$ cat src/rtl/can_err_regs.sv
module can_err_regs #(
  parameter int ADDR_W = 8,
  parameter logic [ADDR_W-1:0] STAT_OFS = 'h20,
  parameter logic [ADDR_W-1:0] CNT_OFS  = 'h1C
) (
  input  logic              clk,
  input  logic              rst_n,
  input  logic              bus_sel,
  input  logic              bus_wr,
  input  logic [ADDR_W-1:0] bus_addr,
  input  logic [31:0]       bus_wdata,
  output logic [31:0]       bus_rdata,
  input  logic [5:0]        err_evt,
  input  logic              tx_warn,
  input  logic              rx_warn,
  input  logic              bus_off,
  input  logic              idle,
  input  logic              txrx,
  input  logic [1:0]        fault_state,
  input  logic [7:0]        rx_err_cnt,
  input  logic [7:0]        tx_err_cnt,
  output logic              irq_tx_warn,
  output logic              irq_rx_warn,
  output logic              irq_bus_off,
  output logic              irq_err
);

  localparam int NERR = 6;

  logic [NERR-1:0] err_q;
  logic [1:0]      wrn_q;
  logic            tw_q, rw_q, bo_q, er_q;
  logic            tx_d, rx_d, bo_d;
  logic [31:0]     stat_word, cnt_word;

  wire rd_stat = bus_sel & ~bus_wr & (bus_addr == STAT_OFS);
  wire wr_stat = bus_sel &  bus_wr & (bus_addr == STAT_OFS);
  wire rd_cnt  = bus_sel & ~bus_wr & (bus_addr == CNT_OFS);

  wire clr_tw = wr_stat & bus_wdata[17];
  wire clr_rw = wr_stat & bus_wdata[16];
  wire clr_bo = wr_stat & bus_wdata[2];
  wire clr_er = wr_stat & bus_wdata[1];

  always_ff @(posedge clk or negedge rst_n) begin
    if (!rst_n) begin
      err_q <= '0;
      wrn_q <= '0;
      tw_q  <= 1'b0;
      rw_q  <= 1'b0;
      bo_q  <= 1'b0;
      er_q  <= 1'b0;
      tx_d  <= 1'b0;
      rx_d  <= 1'b0;
      bo_d  <= 1'b0;
    end else begin
      err_q <= (rd_stat ? '0 : err_q) | err_evt;
      wrn_q <= (rd_stat ? 2'b00 : wrn_q) | {tx_warn, rx_warn};
      tw_q  <= (tw_q & ~clr_tw) | (tx_warn & ~tx_d);
      rw_q  <= (rw_q & ~clr_rw) | (rx_warn & ~rx_d);
      bo_q  <= (bo_q & ~clr_bo) | (bus_off & ~bo_d);
      er_q  <= (er_q & ~clr_er) | (|err_evt);
      tx_d  <= tx_warn;
      rx_d  <= rx_warn;
      bo_d  <= bus_off;
    end
  end

  always_comb begin
    stat_word      = '0;
    stat_word[17]  = tw_q;
    stat_word[16]  = rw_q;
    for (int i = 0; i < NERR; i++) stat_word[15-i] = err_q[i];
    stat_word[9:8] = wrn_q;
    stat_word[7]   = idle;
    stat_word[6]   = txrx;
    stat_word[5:4] = fault_state;
    stat_word[2]   = bo_q;
    stat_word[1]   = er_q;
  end

  assign cnt_word  = {16'h0000, rx_err_cnt, tx_err_cnt};
  assign bus_rdata = rd_stat ? stat_word : (rd_cnt ? cnt_word : 32'h0);

  assign irq_tx_warn = tw_q;
  assign irq_rx_warn = rw_q;
  assign irq_bus_off = bo_q;
  assign irq_err     = er_q;

  AST_ERR_STICKY: assert property (@(posedge clk) disable iff (!rst_n)
    (|err_evt) |=> ((err_q & $past(err_evt)) == $past(err_evt))) else $error("sticky");

  AST_READ_CLEARS: assert property (@(posedge clk) disable iff (!rst_n)
    (rd_stat && err_evt == '0 && !tx_warn && !rx_warn) |=> (err_q == '0 && wrn_q == 2'b00)) else $error("rdclr");

  AST_WRITE_KEEPS: assert property (@(posedge clk) disable iff (!rst_n)
    wr_stat |=> ((err_q & $past(err_q)) == $past(err_q))) else $error("wrkeep");

  AST_ERR_IRQ: assert property (@(posedge clk) disable iff (!rst_n)
    (|err_evt) |=> irq_err) else $error("errirq");

  AST_BOFF_EDGE: assert property (@(posedge clk) disable iff (!rst_n)
    (bus_off && !bo_d) |=> irq_bus_off) else $error("boff");

  AST_W1C_CLEAR: assert property (@(posedge clk) disable iff (!rst_n)
    (wr_stat && bus_wdata[1] && err_evt == '0) |=> !irq_err) else $error("w1c");

  AST_W0_KEEP: assert property (@(posedge clk) disable iff (!rst_n)
    (wr_stat && !bus_wdata[1] && irq_err) |=> irq_err) else $error("w0");

endmodule

$ cat config.mk
export PLATFORM = sky130hd
export DESIGN_NAME = can_err_regs
export DESIGN_NICKNAME = d
export VERILOG_FILES = /design/src/rtl/can_err_regs.sv
export SDC_FILE = /design/constraint.sdc
export NUM_CORES = 1
export LEC_CHECK = 0
export BUFFER_PORTS_ARGS = -buffer_cell sky130_fd_sc_hd__buf_4
export CORE_MARGIN = 2
export CORE_UTILIZATION = 35
export CTS_CLUSTER_SIZE = 12
export DETAILED_ROUTE_END_ITERATION = 12
export PLACE_DENSITY = 0.84
export SYNTH_ARGS = -nofsm -noshare
export SYNTH_HDL_FRONTEND = slang
export SYNTH_SLANG_ARGS = --single-unit
export TNS_END_PERCENT = 1
$ cat constraint.sdc
create_clock -name clk -period 1.6 [get_ports clk]
set_input_delay 0.16 -clock clk [delete_from_list [all_inputs] [get_ports clk]]
set_output_delay 0.16 -clock clk [all_outputs]
set_load 0.05 [all_outputs]
# After elaboration in Yosys (flattened, before gate mapping)
# Cells that the tools add are included.
dict set report totals {
  out_inout_bits 36
  input_bits 73
  ff_bits 15
  latchBits 0
  mem_count 0
  word_cells 46
  mem_bits_rw 0
  mem_bits_ro 0
}
dict set report classes {
  n_mux 4
  bitwise 30
  magnitude_cmp 0
  n_eq_ne 2
  addsub 0
  mul 0
  div 0
  shifts 0
  reduce_logical 1
}
# cell count
set ops {}
lappend ops {{$mux 32} 1}
lappend ops {{$and 1x1->1} 16}
lappend ops {{$mux 16} 1}
lappend ops {{$eq 8x5->1 const B} 1}
lappend ops {{$eq 8x6->1 const B} 1}
lappend ops {{$not 1->1} 8}
lappend ops {{$mux 6} 1}
lappend ops {{$or 6x6->6} 1}
lappend ops {{$reduce_or 6->1} 1}
lappend ops {{$or 1x1->1} 4}
lappend ops {{$mux 2} 1}
lappend ops {{$or 2x2->2} 1}

# Depth between registers and ports, before layout
# Gate-level depths: netlist (run 1).
dict set report depth {
  word_depth 6
  mapped_depth 5
  ltp_nobuf 3
}

# Worst setup path before layout (run 1)
# Ideal clock, no wire load.
dict set report synth_timing {
  kind {input-to-output}
  start {in bus_addr[2]}
  end {out bus_rdata[10]}
  path_slack_ps -159
  t_arrival_ps 1599
  n_path_buf 1
  required_time_ps 1440
  cell_stages 4
  path_cell_list {nor4b_4 buf_2 a22oi_1 nor2_1}
}
dict set report synth_via {
  elab_chain_len 4
  elab_cells_between_ends 6
  cone_classes {2 x eq/ne; 2 x mux; 2 x bitwise}
}
# element line_no
set synth_lines {}
lappend synth_lines {{from (decl)} 10} ;# input logic [ADDR_W-1:0] bus_addr,
lappend synth_lines {{$eq 8x5->1} 38} ;# wire rd_cnt = bus_sel & ~bus_wr & (bus_addr == CNT_OFS);
lappend synth_lines {{$and 1x1->1} 38}
lappend synth_lines {{$mux 16} 83} ;# assign bus_rdata = rd_stat ? stat_word : (rd_cnt ? cnt_word : 32'h0);
lappend synth_lines {{$mux 32 *} 83}
lappend synth_lines {{to (decl)} 12} ;# output logic [31:0] bus_rdata,
# Every way passes the cells marked *; elsewhere a longest branch is shown, timed or not.

# Worst setup path after layout (run 1)
dict set report layout_timing {
  start {in bus_wr}
  end {out bus_rdata[8]}
}
dict set report layout_via {
  elab_chain_len 5
  elab_cells_between_ends 6
  cone_classes {2 x mux; 4 x bitwise}
}
# element line_no
set layout_lines {}
lappend layout_lines {{from (decl)} 9} ;# input logic bus_wr,
lappend layout_lines {{$not 1->1 *} {36, 38}}
lappend layout_lines {{$and 1x1->1 *} {36, 38}}
lappend layout_lines {{$and 1x1->1} 38}
lappend layout_lines {{$mux 16} 83}
lappend layout_lines {{$mux 32 *} 83}
# Marks and branches as above.

==> tab_implementation.tex, run 1 <==
\begin{tabular}{lr}
\hline
Metric & Value \\
\hline
\multicolumn{2}{l}{\textbf{Logic synthesis}} \\
\quad Syn Inst Count & 98 \\
\quad Ranking of synthesized cells by area & dfrtp\_1 (40\%), a22oi\_1 (11\%), buf\_4 (11\%), nor2\_1 (7.3\%), a21o\_1 (6.5\%) \\
\quad Number of flops mapped to enable cells by yosys & 0 \\
\quad Cell area after synthesis & approximately 900 um\^{}2 \\
\quad Leading cell type by number of instances after synthesis & nor2\_1 \\
\quad Cell accounting for the most synthesized area & dfrtp\_1 \\
\quad Top cell type's share of synthesized area & 0.405 \\
\quad Main flop type after synthesis & dfrtp\_1 \\
\quad Synth top cells by count & nor2\_1 (18), dfrtp\_1 (15), a22oi\_1 (14), buf\_4 (14), a21o\_1 (8) \\
\quad Flip-flop and latch count after synthesis & 15 \\
\quad Distinct cells, synth & 23 \\
\quad Async SR Flop Fraction & 1.00 \\
\quad Share of the yosys chip area belonging to registers & 0.405 \\
\quad Avg Synthesized Cell Area & 9.46 um\^{}2 \\
\quad YS warnings & 0 \\
\multicolumn{2}{l}{\textbf{Final layout}} \\
\quad Filler instances & approximately 210 \\
\quad Fraction of final layout cells sized beyond drive strength 1 & 0.459 \\
\quad Antenna diode instance count & 0 \\
\quad Final Net Count & around 250 \\
\quad Post-route cell area & approximately 1500 um\^{}2 \\
\quad Synthesis-to-finish area growth & 61.0\% \\
\quad Finished Layout Cells & roughly 200 \\
\quad Final core area utilization & 0.597 \\
\multicolumn{2}{l}{\textbf{Timing}} \\
\quad Worst hold margin & 0.0673 ns \\
\quad Min Clock Period, post-route & roughly 1.5 ns \\
\quad Setup Viol. Count Final & 0 \\
\quad Total count of max-transition violations in the final report & 0 \\
\quad Endpoints failing hold & 0 \\
\quad Post-route fraction of the period consumed by the critical path & 0.916 \\
\quad Clock skew after layout & around 0.00033 ns \\
\quad Setup repair after global routing missed its margin & no \\
\quad Top achievable clock speed & 0.682 GHz \\
\multicolumn{2}{l}{\textbf{CTS}} \\
\quad Root Driver & clkbuf\_4 \\
\quad Longest Clk Path Bufs & 2 \\
\quad Clock net sink count & 15 \\
\quad Setup bufs post-CTS & 0 \\
\quad CTS Buf Count & 3 \\
\quad Clock-pin transition on the worst setup and hold timing paths & around 0.080 ns \\
\quad Post-CTS Resized & 0 \\
\quad Post-CTS Hold Fix Bufs & 4 \\
\quad Source-to-sink clock delay at the later pin of the worst-skew pair & between 0.2 and 0.3 ns \\
\quad Clock H-tree levels & 1 \\
\quad CTS tree & built \\
\multicolumn{2}{l}{\textbf{Route}} \\
\quad First-iteration detailed-routing DRC count & 33 \\
\quad Vias after detailed routing & approximately 980 \\
\quad Routed wire per std cell & approximately 12 um \\
\quad Mean number of vias per cell & around 4.9 \\
\quad Antenna-violating nets left & 0 \\
\quad Iteration count of the initial detailed-routing pass & 4 \\
\quad DRT Wirelength & 2.48 mm \\
\quad Count of unresolved DRC violations after routing & 0 \\
\multicolumn{2}{l}{\textbf{Critical path}} \\
\quad Worst setup SP type & primary input \\
\quad Max Fanout on Critical Path & 14 \\
\quad Type of destination of the critical path & primary output \\
\quad Endpoint arrival time on the critical path & roughly 1.3 ns \\
\quad CP required & roughly 1.4 ns \\
\quad Crit Path Class & in -> out \\
\multicolumn{2}{l}{\textbf{Power}} \\
\quad Power density over the cells & 543 nW/um\^{}2 \\
\quad Overall power of the completed layout & just over 0.8 mW \\
\quad NetSw & about 0.24 mW \\
\quad Power share of the clock group & 0.259 \\
\quad Worst voltage drop across the vdd grid & 0.540 mV \\
\quad Power share of the combinational group & 0.268 \\
\quad Static leakage & $\sim$0.70 nW \\
\quad Share of power burned in registers & 0.474 \\
\quad Sw Share & 0.294 \\
\quad Internal power component & between 0.5 and 0.6 mW \\
\multicolumn{2}{l}{\textbf{Placed design}} \\
\quad Placement Cell Area & between 1000 and 1500 um\^{}2 \\
\quad IO buf count & between 60 and 70 \\
\quad Detail Placement HPWL & just under 2 mm \\
\quad DP Cell Count & approximately 190 \\
\quad Final weighted congestion of routability-driven global placement & $\sim$0.74 \\
\multicolumn{2}{l}{\textbf{Global route}} \\
\quad Total congestion overflow & 0 \\
\quad First-pass GRT wire length & just over 4 mm \\
\quad Maximum number of pins on one net before global-route repair & 17 \\
\quad Via count of the first global-routing pass & 909 \\
\quad GRT Overall Usage & 0.165 \\
\quad Antenna violations before repair & 0 \\
\multicolumn{2}{l}{\textbf{Die}} \\
\quad Die width & around 55 um \\
\quad Die Outline Area & slightly above 3000 um\^{}2 \\
\quad Height of the chip & 55.5 um \\
\quad Initial core utilization & 0.371 \\
\quad Number of standard-cell rows in the floorplan & 18 \\
\quad Area inside the core boundary & between 2000 and 2500 um\^{}2 \\
\quad Number of I/O pins & about 110 \\
\multicolumn{2}{l}{\textbf{Run status}} \\
\quad Result of the run & completed \\
\multicolumn{2}{l}{\textbf{Hold path}} \\
\quad Kind of path behind the tightest hold check & in -> reg \\
\multicolumn{2}{l}{\textbf{Flow run}} \\
\quad Count of max-cap constraint violations & 0 \\
\hline
\end{tabular}
-- metrics by stage --
step / setup TNS (ns) / setup slack, ns
global placement: 0 / 0.187
global route: 0 / 0.0110
CTS: 0 / 0.124
finish: 0 / 0.134
floorplan: -1.49 / -0.159
detailed placement: 0 / 0.130
-- state kept, by name, indices dropped and copies added (netlist names) --
signal       count
wrn_q            2
tx_d             1
irq_bus_off      1
bo_d             1
rx_d             1
irq_tx_warn      1
err_q            6
irq_rx_warn      1
irq_err          1
-- critical path, cell delays in order --
cell and delay (ns):
buf_4 0.12, nor4b_2 0.39, nand2_1 0.10, buf_4 0.20
nor2_1 0.13, buf_4 0.21
-- layer usage --
metal  vias to the layer above  wire length (um)  track usage  share of wire
met5                         -                 0            0              0
met4                         0                16       0.0732         0.0064
met3                         2               251       0.0304           0.10
met2                        64              1250        0.289           0.51
met1                       446               960        0.195           0.39
li1                        472                 -            -              -
-- final cells by class --
type                            count  area, um^2  share of cell area
Timing Repair Buffer               75         573               0.384
Multi-Input combinational cell     74         465               0.312
Sequential cell                    15         375               0.251
Tap cell                           30        37.5              0.0251
Clock buffer                        4        26.3              0.0176
Inverter                            4        15.0              0.0101
-- worst paths after layout --
check / from / to / slack, ns / cells after the start
worst max-delay path: bus_wr / bus_rdata[8] / 0.13 / 6
worst min-delay path: err_evt[0] / err_q[0] / 0.07 / 2
max in group asynchronous: rst_n / err_q[1] / 1.17 / 2
worst min register to register: err_q[3] / err_q[3] / 0.49 / 1
worst max register to register: irq_bus_off / irq_bus_off / 0.64 / 2
min in group asynchronous: rst_n / rx_d / 0.26 / 2
-- logic make-up after synthesis --
group	after synthesis	share of synthesized area
and+or+nand+nor	34	0.223
AOI/OAI and AO/OA	26	0.220
buffers and inverters	22	0.148
DFF	15	0.405
other	1	0.00404
-- cell usage in the layout (no fill, tap or decap) --
master,instances
dfrtp_1,15
nor4_1,1
nor4b_4,1
conb_1,14
clkbuf_4,3
clkbuf_1,1
nor2_1,17
o22a_1,1
a21o_1,8
a22oi_1,14
a221o_1,3
nand2_1,2
nor2b_1,2
nor4b_1,1
dlygate4sd3_1,4
and4b_1,1
nand3_1,1
buf_4,71
nor4b_2,1
and3_1,3
nand3_2,1
nand4b_2,1
and2_1,1
nor2_2,1
inv_1,4
-- power groups by stage --
stage                     clock (mW)  sequential (mW)  combinational (mW)
after floorplan                    0            0.392               0.129
after global placement             0            0.391               0.205
after CTS                      0.218            0.384               0.217
after detailed placement           0            0.391               0.209
final                          0.209            0.384               0.217
after global routing           0.234            0.384               0.231
Power figures use the tool's default switching activity.
==> run 2: changes to the inputs <==
- CORE_ASPECT_RATIO: default -> 0.9
- REMOVE_ABC_BUFFERS: default -> 1
- clock period: 1.6 -> 1.8 ns (I/O delays scaled with it)
==> run 2 against run 1 <==
Net effect:
- clock power is 8% lower
- sequential cell count stayed put
- die area hardly changed
- cell area is 2.5% lower
- sequential power is 11% lower
- critical path type unchanged
- core utilization is 1.2 points lower
- via count is 1.4% higher
==> tab_implementation.tex, run 2 (synthesis gave the netlist of run 1 again) <==
\begin{tabular}{lr}
\hline
Metric & Value \\
\hline
\multicolumn{2}{l}{\textbf{Run status}} \\
\quad Result of the run & completed \\
\multicolumn{2}{l}{\textbf{Hold path}} \\
\quad Hold\_sp & tx\_warn \\
\quad Kind of path behind the tightest hold check & in -> reg \\
\multicolumn{2}{l}{\textbf{Final layout}} \\
\quad Finished Layout Cells & $\sim$200 \\
\quad Area taken by multi-input logic gates & about 470 um\^{}2 \\
\quad Post-route cell area & 1460 um\^{}2 \\
\quad Antenna diode instance count & 0 \\
\quad Number of flip-flops in the largest register & 6 \\
\quad Leading registers by flop count & err\_q x6, wrn\_q x2 \\
\quad Synthesis-to-finish area growth & 57.0\% \\
\quad Top library cells by usage in the layout, fill and taps aside & buf\_4 (69), nor2\_1 (18), dfrtp\_1 (15) \\
\quad Largest reg by FF count & err\_q \\
\quad Sequential cell area in the final layout & 375 um\^{}2 \\
\quad Fraction of final layout cells sized beyond drive strength 1 & 0.458 \\
\quad Commonest non-fill, non-tap cell in the layout & buf\_4 \\
\quad Final core area utilization & 0.585 \\
\quad Filler instances & between 200 and 250 \\
\quad Final Net Count & 242 \\
\multicolumn{2}{l}{\textbf{Die}} \\
\quad Number of I/O pins & approximately 110 \\
\quad Die width & between 50 and 60 um \\
\quad Die Outline Area & 3080 um\^{}2 \\
\quad Number of standard-cell rows in the floorplan & 17 \\
\quad Area inside the core boundary & between 2000 and 2500 um\^{}2 \\
\quad Initial core utilization & 0.373 \\
\quad Height of the chip & approximately 53 um \\
\multicolumn{2}{l}{\textbf{Critical path}} \\
\quad Endpoint arrival time on the critical path & 1.38 ns \\
\quad Crit Path Class & in -> out \\
\quad Crit. Startpoint & bus\_wr \\
\quad Worst setup SP type & primary input \\
\quad Max Fanout on Critical Path & 14 \\
\quad CP required & between 1.5 and 2 ns \\
\quad Startpoint of the worst register-to-register path & irq\_tx\_warn \\
\quad Type of destination of the critical path & primary output \\
\multicolumn{2}{l}{\textbf{Route}} \\
\quad Vias after detailed routing & 998 \\
\quad Mean number of vias per cell & a little over 5 \\
\quad Routed wire per std cell & $\sim$13 um \\
\quad Antenna-violating nets left & 0 \\
\quad Count of unresolved DRC violations after routing & 0 \\
\quad DRT Wirelength & 2.61 mm \\
\quad Iteration count of the initial detailed-routing pass & 5 \\
\quad First-iteration detailed-routing DRC count & between 60 and 70 \\
\multicolumn{2}{l}{\textbf{CTS}} \\
\quad Root Driver & clkbuf\_4 \\
\quad Clock net sink count & 15 \\
\quad Source-to-sink clock delay at the later pin of the worst-skew pair & between 0.2 and 0.3 ns \\
\quad Clock-pin transition on the worst setup and hold timing paths & approximately 0.090 ns \\
\quad CTS Buf Count & 3 \\
\quad CTS tree & built \\
\quad Longest Clk Path Bufs & 2 \\
\quad Clock H-tree levels & 1 \\
\multicolumn{2}{l}{\textbf{Power}} \\
\quad Power density over the cells & 496 nW/um\^{}2 \\
\quad Worst voltage drop across the vdd grid & 0.425 mV \\
\quad Overall power of the completed layout & 0.722 mW \\
\quad Static leakage & 0.680 nW \\
\multicolumn{2}{l}{\textbf{Timing}} \\
\quad Endpoints failing hold & 0 \\
\quad Clock skew after layout & between 0.00004 and 0.00005 ns \\
\quad Setup Viol. Count Final & 0 \\
\quad Total count of max-transition violations in the final report & 0 \\
\quad Post-route setup slack & 0.235 ns \\
\quad Worst hold margin & roughly 0.022 ns \\
\quad Top achievable clock speed & approximately 0.64 GHz \\
\quad Summed negative setup slack over all endpoints & 0 ns \\
\quad Post-route fraction of the period consumed by the critical path & 0.869 \\
\quad Min Clock Period, post-route & between 1.5 and 2 ns \\
\quad Setup repair after global routing missed its margin & no \\
\multicolumn{2}{l}{\textbf{Global route}} \\
\quad Antenna violations before repair & 0 \\
\quad Maximum number of pins on one net before global-route repair & 18 \\
\quad Total congestion overflow & 0 \\
\quad First-pass GRT wire length & 4.09 mm \\
\quad GRT Overall Usage & 0.175 \\
\quad Via count of the first global-routing pass & 917 \\
\multicolumn{2}{l}{\textbf{Placed design}} \\
\quad IO buf count & 66 \\
\quad Detail Placement HPWL & around 2.1 mm \\
\quad DP Cell Count & 190 \\
\quad Final weighted congestion of routability-driven global placement & between 0.6 and 0.7 \\
\quad Placement Cell Area & approximately 1400 um\^{}2 \\
\quad Post-place setup slack & approximately 0.087 ns \\
\multicolumn{2}{l}{\textbf{Flow run}} \\
\quad Count of max-cap constraint violations & 0 \\
\hline
\end{tabular}
[run 2: cell types whose count changed in the layout (fill, tap and decap cells not counted)]
| cell | previous run | this run |
|---|---|---|
| dlygate4sd3_1 | 4 | 2 |
| nand2_2 | 0 | 1 |
| nor2_1 | 17 | 18 |
| nand2_1 | 2 | 1 |
| nor2_2 | 1 | 0 |
| buf_4 | 71 | 69 |
[run 2: final timing paths]
check | endpoint | slack (ns) | depth (start not counted)
min reg2reg | err_q[3] | 0.49 | 1
max reg2reg | irq_tx_warn | 0.87 | 2
max | bus_rdata[2] | 0.24 | 5
min | tx_d | 0.02 | 1
min in group asynchronous | wrn_q[0] | 0.29 | 2
max in group asynchronous | irq_err | 1.34 | 2
[run 2: metal layers]
metal / up-vias / track usage / part of all wire / routed length (um)
met5: - / 0 / 0 / 0
met4: 0 / 0.0698 / 0.0096 / 25
met3: 4 / 0.0346 / 0.12 / 326
met2: 76 / 0.305 / 0.46 / 1200
met1: 457 / 0.211 / 0.41 / 1060
li1: 461 / - / - / -
[run 2: repair_timing]
action / in CTS / in global routing
hold endpoints to repair: 15 / 1
buffers inserted: 0 / 0
endpoints found under the setup margin: 0 / 14
resized for setup: 0 / 1
hold buffers: 1 / 1
[run 2: cell type report]
type	count	share of cell area
Inverter	4	0.0103
Clock buffer	4	0.0181
Multi-Input combinational cell	74	0.320
Sequential cell	15	0.258
Tap cell	28	0.0241
Timing Repair Buffer	71	0.370
[run 2: power by group]
group	total [mW]	switching, mW	internal, mW
logic	0.188	0.110	0.0785
clock network	0.192	0.106	0.0860
registers	0.342	0.00126	0.340
[run 2: worst max-delay path, stage by stage]
cell	delay, ns
buf_4	0.12
nor4b_2	0.41
nand2_2	0.28
nor2_1	0.18
buf_4	0.21
